**config.mk**
```make
export PLATFORM = sky130hd
export DESIGN_NAME = sar_host_seq
export DESIGN_NICKNAME = d
export VERILOG_FILES = /design/src/rtl/sar_seq_pkg.sv /design/src/rtl/sar_seq_ctrl.sv /design/src/rtl/sar_seq_dp.sv /design/src/rtl/sar_host_seq.sv
export SDC_FILE = /design/constraint.sdc
export NUM_CORES = 1
export LEC_CHECK = 0
export ABC_AREA = 1
export BUFFER_PORTS_ARGS = -buffer_cell sky130_fd_sc_hd__buf_4
export CAP_MARGIN = 30
export CORE_ASPECT_RATIO = 1.5
export CORE_MARGIN = 5
export CORE_UTILIZATION = 50
export DETAILED_ROUTE_END_ITERATION = 10
export PLACE_DENSITY = 0.72
export SKIP_CTS_REPAIR_TIMING = 1
export SLEW_MARGIN = 20
export SYNTH_ARGS = -nofsm -noshare
export SYNTH_HDL_FRONTEND = slang
export SYNTH_SLANG_ARGS = --single-unit
```
**constraint.sdc**
```tcl
create_clock -name clk -period 1.9 [get_ports clk]
set_input_delay 0.095 -clock clk [delete_from_list [all_inputs] [get_ports clk]]
set_output_delay 0.095 -clock clk [all_outputs]
set_load 0.03 [all_outputs]
```
**src/rtl/sar_seq_pkg.sv**
```systemverilog
package sar_seq_pkg;

  typedef enum logic [2:0] {
    ST_IDLE,
    ST_RSTP,
    ST_ACQ,
    ST_CLOW,
    ST_CONV,
    ST_ABRT,
    ST_RDHI,
    ST_RDLO
  } seqState_t;

  // Strobes from control to datapath
  typedef struct packed {
    logic capHi;     // store upper lane (byte mode, first read)
    logic capFinal;  // last capture of a sample: assemble and commit
    logic armDrop;   // reload discard counter after a converter reset
    logic byteMode;  // transfer mode latched for this sample
  } dpStrobe_t;

  // Converter-facing strobe set
  typedef struct packed {
    logic cnvStN;
    logic csN;
    logic rdN;
    logic byteSel;
    logic pwdRstN;
  } pinSet_t;

  function automatic int atLeastOne(input int v);
    return (v < 1) ? 1 : v;
  endfunction

  function automatic int maxOf(input int a, input int b);
    return (a > b) ? a : b;
  endfunction

endpackage

```
**src/rtl/sar_seq_ctrl.sv**
```systemverilog
module sar_seq_ctrl
  import sar_seq_pkg::*;
#(
  parameter int ACQ_CYC      = 8,
  parameter int QUIET_CYC    = 3,
  parameter int CNV_LOW_CYC  = 2,
  parameter int RD_CYC       = 3,
  parameter int ABORT_SU_CYC = 2,
  parameter int RST_CYC      = 10,
  parameter int WAKE_CYC     = 6
) (
  input  logic      clk,
  input  logic      rstN,
  input  logic      enable,
  input  logic      byteModeIn,
  input  logic      cvtResetReq,
  input  logic      abortReq,
  input  logic      busy,
  input  logic      slotFree,
  output pinSet_t   pins,
  output dpStrobe_t strobe
);

  // Zero-valued timing parameters are lifted to one cycle
  localparam int ACQ_EFF  = maxOf(atLeastOne(ACQ_CYC), atLeastOne(QUIET_CYC));
  localparam int QUIET_EFF = atLeastOne(QUIET_CYC);
  localparam int LOW_EFF  = atLeastOne(CNV_LOW_CYC);
  localparam int RD_EFF   = atLeastOne(RD_CYC);
  localparam int SU_EFF   = atLeastOne(ABORT_SU_CYC);
  localparam int RST_EFF  = atLeastOne(RST_CYC);
  localparam int WAKE_EFF = atLeastOne(WAKE_CYC);
  localparam int CNT_W    = $clog2(ACQ_EFF + WAKE_EFF + RST_EFF + LOW_EFF + RD_EFF + SU_EFF + 2);

  seqState_t        state, stateNxt;
  logic [CNT_W-1:0] cnt, cntNxt;
  logic             busySeen, busySeenNxt;
  logic             abortPend, abortPendNxt;
  logic             wakePend, wakePendNxt;
  logic             modeQ, modeNxt;

  function automatic pinSet_t pinsFor(input seqState_t s);
    pinSet_t p;
    p = '{cnvStN: 1'b1, csN: 1'b1, rdN: 1'b1, byteSel: 1'b0, pwdRstN: 1'b1};
    case (s)
      ST_RSTP: p.pwdRstN = 1'b0;
      ST_ACQ:  p.csN = 1'b0;
      ST_CLOW: begin p.csN = 1'b0; p.cnvStN = 1'b0; end
      ST_ABRT: p.csN = 1'b0;
      ST_RDHI: begin p.csN = 1'b0; p.rdN = 1'b0; end
      ST_RDLO: begin p.csN = 1'b0; p.rdN = 1'b0; p.byteSel = 1'b1; end
      default: ;
    endcase
    return p;
  endfunction

  always_comb begin
    stateNxt     = state;
    cntNxt       = cnt;
    busySeenNxt  = busySeen;
    abortPendNxt = abortPend;
    wakePendNxt  = wakePend;
    modeNxt      = modeQ;
    strobe       = '0;
    strobe.byteMode = modeQ;
    case (state)
      ST_IDLE: begin
        busySeenNxt  = 1'b0;
        abortPendNxt = 1'b0;
        if (cvtResetReq) begin
          stateNxt = ST_RSTP;
          cntNxt   = CNT_W'(RST_EFF - 1);
        end else if (enable && slotFree) begin
          stateNxt    = ST_ACQ;
          modeNxt     = byteModeIn;
          wakePendNxt = 1'b0;
          cntNxt      = wakePend ? CNT_W'(ACQ_EFF + WAKE_EFF - 1) : CNT_W'(ACQ_EFF - 1);
        end
      end
      ST_RSTP: begin
        if (cnt == '0) begin
          stateNxt       = ST_IDLE;
          wakePendNxt    = 1'b1;
          strobe.armDrop = 1'b1;
        end else begin
          cntNxt = cnt - 1'b1;
        end
      end
      ST_ACQ: begin
        if (cnt == '0) begin
          stateNxt = ST_CLOW;
          cntNxt   = CNT_W'(LOW_EFF - 1);
        end else begin
          cntNxt = cnt - 1'b1;
        end
      end
      ST_CLOW: begin
        if (busy) busySeenNxt = 1'b1;
        if (abortReq) abortPendNxt = 1'b1;
        if (cnt == '0) begin
          stateNxt = ST_CONV;
          cntNxt   = '0;
        end else begin
          cntNxt = cnt - 1'b1;
        end
      end
      ST_CONV: begin
        if (busy) busySeenNxt = 1'b1;
        if (abortReq) abortPendNxt = 1'b1;
        if (busySeen && !busy) begin
          stateNxt = ST_RDHI;
          cntNxt   = CNT_W'(RD_EFF - 1);
        end else if (abortPend && busySeen && busy && (cnt >= CNT_W'(SU_EFF - 1))) begin
          stateNxt = ST_ABRT;
        end else if (cnt != '1) begin
          cntNxt = cnt + 1'b1;
        end
      end
      ST_ABRT: begin
        if (!busy) stateNxt = ST_IDLE;
      end
      ST_RDHI: begin
        if (cnt == '0) begin
          if (modeQ) begin
            strobe.capHi = 1'b1;
            stateNxt     = ST_RDLO;
            cntNxt       = CNT_W'(RD_EFF - 1);
          end else begin
            strobe.capFinal = 1'b1;
            stateNxt        = ST_IDLE;
          end
        end else begin
          cntNxt = cnt - 1'b1;
        end
      end
      ST_RDLO: begin
        if (cnt == '0) begin
          strobe.capFinal = 1'b1;
          stateNxt        = ST_IDLE;
        end else begin
          cntNxt = cnt - 1'b1;
        end
      end
      default: stateNxt = ST_IDLE;
    endcase
  end

  always_ff @(posedge clk) begin
    if (!rstN) begin
      state     <= ST_IDLE;
      cnt       <= '0;
      busySeen  <= 1'b0;
      abortPend <= 1'b0;
      wakePend  <= 1'b1;
      modeQ     <= 1'b0;
      pins      <= pinsFor(ST_IDLE);
    end else begin
      state     <= stateNxt;
      cnt       <= cntNxt;
      busySeen  <= busySeenNxt;
      abortPend <= abortPendNxt;
      wakePend  <= wakePendNxt;
      modeQ     <= modeNxt;
      pins      <= pinsFor(stateNxt);
    end
  end

  // Pin-level run counters feeding the properties below
  logic [CNT_W-1:0] lowRun, highRun, quietRun, rstRun;
  logic             prevCs, prevRd;

  always_ff @(posedge clk) begin
    if (!rstN) begin
      lowRun   <= '0;
      highRun  <= '0;
      quietRun <= '0;
      rstRun   <= '0;
      prevCs   <= 1'b1;
      prevRd   <= 1'b1;
    end else begin
      prevCs   <= pins.csN;
      prevRd   <= pins.rdN;
      lowRun   <= pins.cnvStN ? '0 : ((lowRun == '1) ? lowRun : lowRun + 1'b1);
      highRun  <= !pins.cnvStN ? '0 : ((highRun == '1) ? highRun : highRun + 1'b1);
      rstRun   <= pins.pwdRstN ? '0 : ((rstRun == '1) ? rstRun : rstRun + 1'b1);
      if (pins.csN != prevCs || pins.rdN != prevRd) quietRun <= '0;
      else if (quietRun != '1) quietRun <= quietRun + 1'b1;
    end
  end

  AST_QUIET_BEFORE_START: assert property (@(posedge clk) disable iff (!rstN)
    $fell(pins.cnvStN) |-> (quietRun >= CNT_W'(QUIET_EFF - 1)) && !pins.csN);
  AST_START_LOW_WIDTH: assert property (@(posedge clk) disable iff (!rstN)
    $rose(pins.cnvStN) |-> (lowRun == CNT_W'(LOW_EFF)) && pins.csN);
  AST_READ_AFTER_BUSY: assert property (@(posedge clk) disable iff (!rstN)
    $fell(pins.rdN) |-> pins.cnvStN && !busy);
  AST_ABORT_SETUP: assert property (@(posedge clk) disable iff (!rstN)
    ($fell(pins.csN) && busy) |-> pins.cnvStN && (highRun >= CNT_W'(SU_EFF)));
  AST_RESET_PULSE_WIDTH: assert property (@(posedge clk) disable iff (!rstN)
    $rose(pins.pwdRstN) |-> rstRun == CNT_W'(RST_EFF));

endmodule

```
**src/rtl/sar_seq_dp.sv**
```systemverilog
module sar_seq_dp
  import sar_seq_pkg::*;
#(
  parameter int DATA_W   = 14,
  parameter int BYTE_W   = 8,
  parameter int DROP_CNT = 4
) (
  input  logic              clk,
  input  logic              rstN,
  input  dpStrobe_t         strobe,
  input  logic [DATA_W-1:0] dataIn,
  input  logic              resReady,
  output logic [DATA_W-1:0] resData,
  output logic              resValid,
  output logic              slotFree
);

  localparam int LO_W   = DATA_W - BYTE_W;
  localparam int DROP_W = $clog2(DROP_CNT + 2);

  logic [DROP_W-1:0] dropLeft;
  logic [DATA_W-1:0] splitWord;
  logic [DATA_W-1:0] finalWord;
  logic              dropping;

  generate
    if (LO_W > 0) begin : gSplit
      logic [BYTE_W-1:0] hiReg;
      always_ff @(posedge clk) begin
        if (!rstN) hiReg <= '0;
        else if (strobe.capHi) hiReg <= dataIn[DATA_W-1 -: BYTE_W];
      end
      assign splitWord = {hiReg, dataIn[DATA_W-1 -: LO_W]};
    end else begin : gWhole
      assign splitWord = dataIn;
    end
  endgenerate

  assign finalWord = strobe.byteMode ? splitWord : dataIn;
  assign dropping  = (dropLeft != '0);
  assign slotFree  = !resValid || dropping;

  always_ff @(posedge clk) begin
    if (!rstN) begin
      dropLeft <= DROP_W'(DROP_CNT);
      resValid <= 1'b0;
      resData  <= '0;
    end else begin
      if (resValid && resReady) resValid <= 1'b0;
      if (strobe.armDrop) begin
        dropLeft <= DROP_W'(DROP_CNT);
      end else if (strobe.capFinal) begin
        if (dropping) begin
          dropLeft <= dropLeft - 1'b1;
        end else begin
          resData  <= finalWord;
          resValid <= 1'b1;
        end
      end
    end
  end

  AST_HOLD_UNTIL_TAKEN: assert property (@(posedge clk) disable iff (!rstN)
    (resValid && !resReady) |=> resValid && $stable(resData));
  AST_NO_OVERWRITE: assert property (@(posedge clk) disable iff (!rstN)
    (resValid && !resReady && !dropping) |-> !strobe.capFinal);
  AST_DROP_SILENT: assert property (@(posedge clk) disable iff (!rstN)
    (strobe.capFinal && dropping && !resValid) |=> !resValid);

endmodule

```
**src/rtl/sar_host_seq.sv**
```systemverilog
module sar_host_seq
  import sar_seq_pkg::*;
#(
  parameter int DATA_W       = 14,
  parameter int BYTE_W       = 8,
  parameter int ACQ_CYC      = 8,
  parameter int QUIET_CYC    = 3,
  parameter int CNV_LOW_CYC  = 2,
  parameter int RD_CYC       = 3,
  parameter int ABORT_SU_CYC = 2,
  parameter int RST_CYC      = 10,
  parameter int WAKE_CYC     = 6,
  parameter int DROP_CNT     = 4
) (
  input  logic              clk,
  input  logic              rstN,
  input  logic              enable,
  input  logic              byteMode,
  input  logic              cvtResetReq,
  input  logic              abortReq,
  input  logic              busy,
  input  logic [DATA_W-1:0] dataIn,
  output logic              cnvStN,
  output logic              csN,
  output logic              rdN,
  output logic              byteSel,
  output logic              pwdRstN,
  output logic [DATA_W-1:0] resData,
  output logic              resValid,
  input  logic              resReady
);

  pinSet_t   pins;
  dpStrobe_t strobe;
  logic      slotFree;

  sar_seq_ctrl #(
    .ACQ_CYC(ACQ_CYC), .QUIET_CYC(QUIET_CYC), .CNV_LOW_CYC(CNV_LOW_CYC),
    .RD_CYC(RD_CYC), .ABORT_SU_CYC(ABORT_SU_CYC), .RST_CYC(RST_CYC), .WAKE_CYC(WAKE_CYC)
  ) uCtrl (
    .clk(clk), .rstN(rstN), .enable(enable), .byteModeIn(byteMode),
    .cvtResetReq(cvtResetReq), .abortReq(abortReq), .busy(busy),
    .slotFree(slotFree), .pins(pins), .strobe(strobe)
  );

  sar_seq_dp #(.DATA_W(DATA_W), .BYTE_W(BYTE_W), .DROP_CNT(DROP_CNT)) uDp (
    .clk(clk), .rstN(rstN), .strobe(strobe), .dataIn(dataIn),
    .resReady(resReady), .resData(resData), .resValid(resValid), .slotFree(slotFree)
  );

  assign cnvStN  = pins.cnvStN;
  assign csN     = pins.csN;
  assign rdN     = pins.rdN;
  assign byteSel = pins.byteSel;
  assign pwdRstN = pins.pwdRstN;

endmodule

```
Word-level counts from Yosys, hierarchy flattened
Cells that the tools add are included.
- bits in registers: 44
- bits of input ports: 22
- add/subtract/negate cells: 3
- $lt $le $gt $ge: 1
- eq/ne operators: 24
- multiplexer cells: 48
- bitwise gates (word level): 4
- reductions and logical operators: 27
- operator list (cell ; number):
    $mux 6 ; 10
    $pmux 6 s6 ; 1
    $mux 3 ; 10
    $eq 3x3->1 const B ; 7
    $pmux 3 s7 ; 1
    $mux 1 ; 19
    $mux 14 ; 1
    $eq 3x2->1 const B ; 4
    $ne 3x2->1 const B ; 3
    $ne 2x1->1 const B ; 4
    $pmux 1 s2 ; 4
    $reduce_or 2->1 ; 4
    $add 6x1->6 const B ; 1
    $eq 3x1->1 const B ; 2
    $ge 6x1->1 const B ; 1
    $logic_and 1x1->1 ; 6
    $logic_not 6->1 ; 1
    $ne 6x6->1 const B ; 1
    $reduce_and 2->1 ; 3
    $reduce_and 3->1 ; 2
    $reduce_and 6->1 ; 1
    $reduce_bool 6->1 ; 1
    $sub 6x1->6 const B ; 1
    $reduce_or 5->1 ; 1
    other kinds (12) ; 18

Logic depth before layout (Yosys ltp)
- depth after elaboration: 9
- mapped depth: 12
- depth with buffers taken out: 12

Modules after synthesis
A second synthesis with hierarchy kept.
- cells, all modules: 401
- area, all modules: 2675.1 um2
- modules (own cells, without submodules) (module ; times used ; cells each ; area each (um2) ; seq. area each (um2)):
    sar_seq_ctrl ; 1 ; 208 ; 1433.9 ; 360.3
    sar_seq_dp ; 1 ; 193 ; 1241.2 ; 520.5

Worst setup path after synthesis
OpenSTA, ideal clock, no wires.
- kind: flip-flop to flip-flop
- from: reg uCtrl.cnt[0]
- to: reg uDp.resData[0]
- setup time: 0.123 ns
- arrival: 1.514 ns
- data required time: 1.777 ns
- setup slack: 0.264 ns
- stages on the path, launching flop included: 10
- path through: dfxtp_1 inv_1 ha_1 nand2_4 nor2_8 nand2_2 nor3_2 buf_4 buf_4 a31oi_1
- word-level cells in the longest chain between the ends: 5
- elaborated cells between the ends (all ways): 7
- those cells by class: mux (4); bitwise (1); reduce/logical (2)
- RTL lines (item ; line ; source):
    start, declared ; sar_seq_ctrl.sv:35 ; logic [CNT_W-1:0] cnt, cntNxt;
    start signal, assigned ; sar_seq_ctrl.sv:158 ; cnt <= cntNxt;
    $logic_not 6->1 * ; sar_seq_ctrl.sv:80, sar_seq_ctrl.sv:122, sar_seq_ctrl.sv:136 ;
    $mux 1 ; sar_seq_ctrl.sv:80, sar_seq_ctrl.sv:136 ;
    $mux 1 ; sar_seq_ctrl.sv:65 ; case (state)
    $not 1->1 (no line) ; -- ;
    $reduce_and 3->1 (no line) * ; -- ;
    end signal, assigned ; sar_seq_dp.sv:56 ; resData <= finalWord;
    end, declared ; sar_seq_dp.sv:13 ; output logic [DATA_W-1:0] resData,
Mark *: on every way between the ends. The rest lies on a longest branch, timed or not.
A chain may end at the register's enable or synchronous reset.

Worst setup path after layout
- from: reg uCtrl.cnt[0]
- to: reg uDp.gSplit.hiReg[1]
- word-level cells in the longest chain between the ends: 3
- RTL lines (item ; line ; source):
    $logic_not 6->1 ; sar_seq_ctrl.sv:122 ; if (cnt == '0) begin
    $mux 2 ; sar_seq_ctrl.sv:122 ;
    $mux 1 ; sar_seq_ctrl.sv:65 ;
    end signal, assigned ; sar_seq_dp.sv:31 ; else if (strobe.capHi) hiReg <= dataIn[DATA_W-1 -: BYTE_W];
    end, declared ; sar_seq_dp.sv:28 ; logic [BYTE_W-1:0] hiReg;
Every way passes these cells.

==> impl_metrics.yaml <==
min_path:
  holdCritPathClass: "in2reg"
final_layout:
  syn_to_final_growth_pct: 23.3
  regArea_um2: 883
  multi_input_area_um2: 1310
  num_antenna_cells: 0
  drive_above_1_share_pct: 19.9
  fin_nets: 434
  fill_cells: 478
  postLayoutCoreUtil_pct: 62.5
logic_synthesis:
  yosys_warnings: 0
  yosys.area.top_type_share_pct: 36.7
  ys_ff_latch: 44
  syn_nets: 385
  synth.largest_area_cell: "dfxtp_1"
  synth.distinct_cells: 31
  seq_area_frac_synth_pct: 36.7
  syn-cell-area_um2: 2400
  synth.avg_cell_area_um2: 6.70
  synth_area_leaders: "dfxtp_1 37%, nand2_1 16%, inv_1 6.3%"
  netlist_instances: 358
timing:
  period_needed_ns: 1.81
  rsz0062_at_grt: "true"
  fmax_ghz: 0.552
  fin_hold_ws_ns: 0.0353
  drv_slew: 0
  slew_headroom_pct: 71.6
  tightest_slew_ns: 0.425
  skew_ns: 0.00790
  hold_viol: 0
  setup_viol: 0
  min_period_over_period_pct: 95.4
worst_setup_path:
  crit_path_start_kind: "register"
  cp.arrival_ns: 2.01
  end_kind: "register"
  crit_required_ns: 2.10
  critPathKind: "reg2reg"
  critPathMaxFanout: 8
drt:
  routed.top_layer: "met4"
  wl_per_cell_um: 13.3
  wl_met2_um: 3410
  post-route-drc-count: 0
  wl_met1_um: 2360
  met3_length_um: 240
  antenna_left: 0
  vias_per_cell: 5.23
  drt_wl_total_um: 6320
  drtPass1Iterations: 4
  detailedRoute.firstIterationViolations: 113
  num_vias: 2481
power:
  clock_power_share_pct: 18.7
  cell_internal_pwr_uw: 1900
  ir_drop_mv: 0.509
  seq_power_share_pct: 34.5
  p_leak_uw: 0.00139
  swShare_pct: 42.7
  finalPower_uw: 3320
  combPwrFrac_pct: 46.8
  power.density_nw_per_um2: 1120
  p_sw_uw: 1420
global_route:
  grt_pass1_vias: 2340
  grt_usage_pct: 21.8
  gr-total-overflow: 0
  grt_max_degree: 30
  antenna_found_initial: 0
  grt_pass1_wl_um: 10500
placed_design:
  gp_congestion: 0.902
  io_buffers: 41
  hpwl_um: 4870
die:
  row_count: 31
  die_area_um2: 6310
  start_util_pct: 50.7
  die_w_um: 66.5
  dieHeight_um: 94.8
  ioPinCount: 42
  coreArea_um2: 4730
clock_tree:
  cts_buffers: 5
  clk_path_buf_depth: 2
  cts.sinks: 44
  cts_htree_levels: 2
  path_clk_slew_ns: 0.08
  cts_tree: "yes"
  clock-root-buffer: "clkbuf_8"
  clk_latency_ns: 0.30
flow_run:
  max_cap_violations: 0
status:
  status: "completed"
cell usage in the layout (no fill, tap or decap), drive strengths merged, types with 3 or more instances in the layout:
master and instances:
nor3 3, clkbuf 7, a31oi 14, nor2 38, o21ai 30, ha 5
nand3b 3, buf 55, nand4 3, a21oi 19, dfxtp 44, nand3 29
nand2 106, inv 40
flip-flops by register name (all words and copies together) (netlist names):
| name | cells |
|---|---|
| uDp.resData | 14 |
| uDp.gSplit.hiReg | 8 |
| uCtrl.cnt | 6 |
| uCtrl.pins | 5 |
| uCtrl.state | 3 |
| uDp.dropLeft | 3 |
| uCtrl.abortPend | 1 |
| uCtrl.busySeen | 1 |
| uCtrl.modeQ | 1 |
| uCtrl.wakePend | 1 |
| uDp.resValid | 1 |
Yosys cell counts:
library cell and count:
a21boi_0 1, a21oi_1 19, a31oi_1 14, and3_1 1, buf_2 1, buf_4 5
buf_6 2, clkbuf_1 5, clkinv_1 2, dfxtp_1 44, ha_1 5, inv_1 40
inv_2 1, nand2_1 103, nand2_2 2, nand2_4 1, nand3_1 27, nand3_2 2
nand3b_1 3, nand4_1 3, nor2_1 34, nor2_2 2, nor2_8 2, nor3_1 1
nor3_2 2, o2111ai_1 1, o21ai_0 16, o21ai_1 14, o22ai_1 1, xnor2_1 2
xor2_1 2
critical path, stage by stage (launching register included):
cell	delay [ns]
dfxtp_1	0.35
inv_1	0.12
ha_4	0.20
nand3_4	0.13
nor3_4	0.32
clkinvlp_4	0.22
buf_2	0.20
nor2_1	0.11
nor2_1	0.05
cells by family after synthesis:
logic type	after synthesis	synth area share [%]
flip-flops	44	36.7
XOR/XNOR	4	1.46
buffers and inverters	56	10.2
adder cells (fa/ha/maj)	5	2.61
AO/OA/AOI/OAI	66	14.8
AND/OR/NAND/NOR	183	34.1
metrics by stage:
step                      std cells  setup TNS [ns]  instance area, um^2  setup WS (ns)
after floorplan                 358               0                 2400          0.264
after global placement          464               0                 2810          0.157
after detailed placement        464               0                 2810          0.141
after CTS                       472               0                 2900          0.137
after global routing            474          -0.217                 2960        -0.0534
final                           474               0                 2960         0.0880
metal layers:
metal / GRT usage, % / up-vias
li1: - / 1257
met1: 22.0 / 1136
met2: 39.6 / 66
met3: 3.93 / 22
met4: 14.6 / 0
met5: 0 / -
final timing paths:
kind | from | end | slack [ns] | cells past startpoint
setup / recovery | uCtrl.cnt[0] | uDp.gSplit.hiReg[1] | 0.09 | 8
hold / removal | dataIn[7] | uDp.gSplit.hiReg[1] | 0.04 | 3
setup reg to reg | uCtrl.cnt[0] | uDp.gSplit.hiReg[1] | 0.09 | 8
hold reg to reg | uDp.gSplit.hiReg[4] | uDp.gSplit.hiReg[4] | 0.45 | 2
cell type report:
type | count | share of cell area [%]
Multi-Input combinational cell | 258 | 44.2
Sequential cell | 44 | 29.9
Timing Repair Buffer | 55 | 14.3
Inverter | 43 | 5.59
Clock buffer | 7 | 2.92
Tap cell | 66 | 2.79
Clock inverter | 1 | 0.254
power groups by stage:
stage | logic [uW] | clock network, uW | registers (uW)
2_1_floorplan | 1040 | 0 | 1150
4_1_cts | 1460 | 634 | 1140
3_3_place_gp | 1440 | 0 | 1160
3_5_place_dp | 1450 | 0 | 1160
6_report | 1550 | 621 | 1140
5_1_grt | 1720 | 675 | 1160
Note: power is estimated with default switching activity, not from simulation.
